===== config.mk =====
export PLATFORM = sky130hd
export DESIGN_NAME = sram_async_ctrl
export DESIGN_NICKNAME = d
export VERILOG_FILES = /design/src/rtl/sram_async_ctrl.sv
export SDC_FILE = /design/constraint.sdc
export NUM_CORES = 1
export LEC_CHECK = 0
export BUFFER_PORTS_ARGS = -buffer_cell sky130_fd_sc_hd__buf_4
export CELL_PAD_IN_SITES_DETAIL_PLACEMENT = 1
export CELL_PAD_IN_SITES_GLOBAL_PLACEMENT = 1
export CORE_MARGIN = 1.5
export CORE_UTILIZATION = 33
export CTS_CLUSTER_SIZE = 12
export DETAILED_ROUTE_END_ITERATION = 8
export PLACE_DENSITY_LB_ADDON = 0.1
export SLEW_MARGIN = 25
export SYNTH_ARGS = -nofsm -noshare
export SYNTH_HDL_FRONTEND = slang
export SYNTH_SLANG_ARGS = --single-unit

===== constraint.sdc =====
create_clock -name clk -period 3.8 [get_ports clk]
set_input_delay 0.38 -clock clk [delete_from_list [all_inputs] [get_ports clk]]
set_output_delay 0.38 -clock clk [all_outputs]
set_load 0.05 [all_outputs]

===== src/rtl/sram_async_ctrl.sv =====
module sram_async_ctrl #(
  parameter int ADDR_W     = 22,
  parameter int DATA_W     = 16,
  parameter int ACCESS_CYC = 2,
  parameter int PWRUP_CYC  = 10000,
  parameter int RECOV_CYC  = 2
) (
  input  logic                  clk,
  input  logic                  rst_n,
  input  logic                  stby_req,
  input  logic                  req_valid,
  output logic                  req_ready,
  input  logic                  req_write,
  input  logic [ADDR_W-1:0]     req_addr,
  input  logic [DATA_W-1:0]     req_wdata,
  input  logic [DATA_W/8-1:0]   req_mask,
  output logic [DATA_W-1:0]     rd_data,
  output logic                  rd_valid,
  output logic                  mem_sel_n,
  output logic                  mem_sel,
  output logic                  mem_we_n,
  output logic                  mem_oe_n,
  output logic [DATA_W/8-1:0]   mem_lane_n,
  output logic [ADDR_W-1:0]     mem_addr,
  output logic [DATA_W-1:0]     mem_dq_out,
  input  logic [DATA_W-1:0]     mem_dq_in,
  output logic                  mem_dq_oe
);

  localparam int LANES = DATA_W / 8;
  localparam int MAXC  = (PWRUP_CYC > ACCESS_CYC) ?
                         ((PWRUP_CYC > RECOV_CYC) ? PWRUP_CYC : RECOV_CYC) :
                         ((ACCESS_CYC > RECOV_CYC) ? ACCESS_CYC : RECOV_CYC);
  localparam int CW    = $clog2(MAXC + 1);

  typedef enum logic [2:0] {
    S_PWR, S_IDLE, S_STBY, S_REC, S_TURN, S_WR, S_WHLD, S_RD
  } state_t;

  state_t              st;
  logic [CW-1:0]       cnt;
  logic [ADDR_W-1:0]   addr_q;
  logic [DATA_W-1:0]   wdata_q;
  logic [LANES-1:0]    mask_q;
  logic                last_rd;
  logic [DATA_W-1:0]   rd_lanes;

  wire accept   = req_valid && req_ready;
  wire all_skip = &req_mask;
  wire cnt_done = (cnt == '0);
  wire strobing = (st == S_WR) || (st == S_RD);

  assign req_ready  = (st == S_IDLE) && !stby_req;
  assign mem_sel_n  = (st == S_PWR) || (st == S_STBY) || (st == S_REC);
  assign mem_sel    = !mem_sel_n;
  assign mem_we_n   = (st != S_WR);
  assign mem_oe_n   = (st != S_RD);
  assign mem_lane_n = strobing ? mask_q : {LANES{1'b1}};
  assign mem_addr   = addr_q;
  assign mem_dq_out = wdata_q;
  assign mem_dq_oe  = (st == S_WR) || (st == S_WHLD);

  always_comb begin
    for (int i = 0; i < LANES; i++)
      rd_lanes[i*8 +: 8] = mask_q[i] ? 8'h00 : mem_dq_in[i*8 +: 8];
  end

  always_ff @(posedge clk) begin
    if (!rst_n) begin
      st       <= S_PWR;
      cnt      <= CW'(PWRUP_CYC - 1);
      addr_q   <= '0;
      wdata_q  <= '0;
      mask_q   <= '1;
      last_rd  <= 1'b0;
      rd_valid <= 1'b0;
      rd_data  <= '0;
    end else begin
      rd_valid <= 1'b0;
      case (st)
        S_PWR: begin
          if (cnt_done) st <= S_IDLE;
          else          cnt <= cnt - 1'b1;
        end
        S_IDLE: begin
          if (stby_req) begin
            st <= S_STBY;
          end else if (accept) begin
            if (all_skip) begin
              if (!req_write) begin
                rd_valid <= 1'b1;
                rd_data  <= '0;
              end
            end else begin
              addr_q  <= req_addr;
              wdata_q <= req_wdata;
              mask_q  <= req_mask;
              cnt     <= CW'(ACCESS_CYC - 1);
              if (!req_write)   st <= S_RD;
              else if (last_rd) st <= S_TURN;
              else              st <= S_WR;
            end
          end
        end
        S_STBY: begin
          if (!stby_req) begin
            st  <= S_REC;
            cnt <= CW'(RECOV_CYC - 1);
          end
        end
        S_REC: begin
          if (cnt_done) st <= S_IDLE;
          else          cnt <= cnt - 1'b1;
        end
        S_TURN: st <= S_WR;
        S_WR: begin
          if (cnt_done) st <= S_WHLD;
          else          cnt <= cnt - 1'b1;
        end
        S_WHLD: begin
          st      <= S_IDLE;
          last_rd <= 1'b0;
        end
        S_RD: begin
          if (cnt_done) begin
            st       <= S_IDLE;
            rd_valid <= 1'b1;
            rd_data  <= rd_lanes;
            last_rd  <= 1'b1;
          end else begin
            cnt <= cnt - 1'b1;
          end
        end
        default: st <= S_IDLE;
      endcase
    end
  end

  assert_strobe_needs_select_R1: assert property (@(posedge clk) disable iff (!rst_n)
    (!mem_we_n || !mem_oe_n) |-> (!mem_sel_n && mem_sel));

  assert_no_bus_fight_R4: assert property (@(posedge clk) disable iff (!rst_n)
    mem_dq_oe |-> mem_oe_n);

  assert_turnaround_R5: assert property (@(posedge clk) disable iff (!rst_n)
    $rose(mem_dq_oe) |-> ($past(mem_oe_n) && $past(mem_oe_n, 2)));

  assert_write_hold_R6: assert property (@(posedge clk) disable iff (!rst_n)
    (!$past(mem_we_n)) |-> ($stable(mem_addr) && $stable(mem_dq_out)));

  assert_skip_no_strobe_R7: assert property (@(posedge clk) disable iff (!rst_n)
    (&mem_lane_n) |-> (mem_we_n && mem_oe_n));

  assert_standby_blocks_R9: assert property (@(posedge clk) disable iff (!rst_n)
    stby_req |-> !req_ready);

  assert_single_access_R10: assert property (@(posedge clk) disable iff (!rst_n)
    (!mem_we_n || !mem_oe_n || mem_dq_oe) |-> !req_ready);

endmodule


==> results.yml <==
logic_synthesis:
  synth.net_count: 434
  synth.distinct_cells: 48
  netlist_area_mm2: 0.00309
  ys_seq_area_share_pct: 48.6
  ys.flop_type: "dfxtp_1"
  avgSynthCellArea_um2: 8.30
  yosysWarnings: 0
  synthArstFlopShare_pct: 0
  synth_edf_count: 0
  synth_seq_cells: 75
  synth_cells: 372
cts:
  cts_tree: "yes"
  htreeDepth: 3
  cts_setup_buffers: 0
  cts_root_buf: "clkbuf_8"
  clk_path_buf_depth: 2
  ctsHoldBuffers: 0
  clk_latency_ns: 0.34
  ctsResizeCount: 0
  clk_pin_slew_ns: 0.07
  cts_sinks: 75
  cts_buffers: 9
sta:
  tns_ns: 0
  hold_violations: 0
  fin_crit_sh_pct: 65.6
  finalSetupViolCount: 0
  hold_ws_ns: 0.266
  period_minus_slack_ns: 2.49
  slew_headroom_pct: 39.7
  rsz0062_at_grt: "false"
  fin_ws_ns: 1.31
  worst_pin_slew_ns: 0.904
  drv_slew: 0
  max_freq_ghz: 0.401
  skew_ns: 0.00988
final_layout:
  area_growth_pct: 38.2
  final_cells: 602
  utilization_pct: 46.6
  layout-drive-gt1-share_pct: 32.0
  final_nets: 549
  final_common_cell: "buf_4"
  seq_area_mm2: 0.00150
  n_fill_cell: 1111
  final_cell_mix: "buf_4, nand2_1, dfxtp_1"
  multiInputGateArea_mm2: 0.00147
  antenna_cells: 0
critical_path:
  crit_buf_inv: 2
  crit_type: "reg2reg"
  crit_family: "simple AND/OR/NAND/NOR gates"
  slowest_delay_ns: 0.55
  crit_required_ns: 4.03
  path_max_fanout: 17
  crit_slowest_cell: "or4b_1"
  r2r-end: "rd_data[11]$_SDFFE_PN0P_"
  startpoint_type: "flip-flop"
  path_common_cell: "a31o_2"
  timing.critical_path.from: "cnt[0]$_SDFFE_PN1P_"
  reg2reg_slack_ns: 1.31
  crit_chain: "inv_1, ha_1, or4b_1, nor4_4, buf_4, a31o_2, nand2_4, a31o_2"
  r2r_start: "cnt[0]$_SDFFE_PN1P_"
  r2r.worst_path.cells: 8
  arrival_ns: 2.72
  crit_path_end_kind: "flip-flop"
grt:
  antenna_found_initial: 0
  grt_max_degree: 43
  grt_pass1_wl_um: 14700
  grt_pass1_vias: 3012
  grt_usage_pct: 18.4
  grt_overflow_total: 0
power:
  leakage_nw: 1.83
  ir_worst_vdd_mv: 0.197
  power_density_mw_per_mm2: 438
placed_design:
  gp_congestion: 0.814
  io_buffers: 123
  hpwl_um: 6280
  pre_cts_ws_ns: 1.32
  dp.cells: 587
route:
  drtAntennaViolNets: 0
  finalWirelength_um: 9000
  drc_errors: 0
  vias: 3032
  drtIter0Drc: 104
  viasPerCell: 5.04
  drtPass1Iterations: 4
  wl_per_cell_um: 14.9
floorplan:
  start_util_pct: 33.7
  die_y_um: 99.7
  die_w_um: 99.7
  fp-row-count: 35
  io_pins: 124
  dieArea_mm2: 0.00995
  core_area_mm2: 0.00915
min_path:
  worstHoldPathCells: 3
  whs_endpoint: "mask_q[1]$_SDFFE_PN1P_"
  hp-class: "in2reg"
  hp-start: "req_mask[1]"
status:
  status: "completed"
run:
  cap_violations: 0
-- state kept, by name, indices dropped and copies added, names as in the netlist --
register    flops
st              3
cnt            14
mem_addr       22
mem_dq_out     16
rd_valid        1
rd_data        16
mask_q          2
last_rd         1
-- power breakdown --
part / internal [mW] / switching, mW / total (mW)
clock: 0.295 / 0.297 / 0.592
combinational: 0.155 / 0.224 / 0.379
sequential: 0.831 / 0.0676 / 0.898
-- cell type report --
class,instances,area share [%]
repair buffers,127,22.3
flip-flops and latches,75,35.2
well taps,111,3.25
clock inverters,6,1.35
multi-input cells,269,34.5
inverters,5,0.440
clock buffers,9,2.90
-- how the worst max path moves through the flow --
stage                               end  cells after the start
6_report       rd_data[11]$_SDFFE_PN0P_                      8
5_1_grt        rd_data[11]$_SDFFE_PN0P_                      8
4_1_cts        rd_data[11]$_SDFFE_PN0P_                      8
2_1_floorplan                 mem_dq_oe                      3
3_3_place_gp   rd_data[10]$_SDFFE_PN0P_                      5
3_5_place_dp   rd_data[11]$_SDFFE_PN0P_                      8
-- cells by family after synthesis --
logic type,Yosys count,synth area share (%)
AOI/OAI and AO/OA,79,16.5
xor gates and xnor gates,7,1.99
DFF,75,48.6
adders and majority gates,1,0.405
and+or+nand+nor,175,26.5
muxes,7,2.27
buffers and inverters,28,3.81
-- metrics by stage --
stage	area, um^2	total power, mW
global route	4270	1.97
CTS	4270	1.89
finish	4270	1.87
global placement	4090	1.28
detailed placement	4090	1.30
floorplan	3090	1.16
-- tightest hold or removal path: stages --
cell and delay, ns:
buf_4 0.09, nand2_1 0.04, nand3_1 0.06
-- synthesized netlist by cell type, types with 4 or more instances --
library cell	number	area [um^2]
nand3_1	8	40.0
dfxtp_1	75	1500
o21ai_0	5	25.0
o211ai_1	6	45.0
a21oi_1	40	200
nand2_1	102	383
a31o_2	8	70.1
xnor2_1	5	43.8
clkbuf_1	17	63.8
inv_1	4	15.0
buf_2	4	20.0
nor2_1	17	63.8
nor3_1	9	45.0
and3_1	10	62.6
nor4_1	4	25.0
or3_1	4	25.0
mux2i_1	7	70.1
-- metal layers --
layer | wire length [um] | part of all wire (%) | GRT usage (%)
met4 | 122 | 1.4 | 6.83
met1 | 3990 | 44 | 22.9
met5 | 0 | 0 | 0
met2 | 4370 | 49 | 30.8
met3 | 519 | 5.8 | 4.50
No activity file was read; power rests on OpenSTA's default activity.
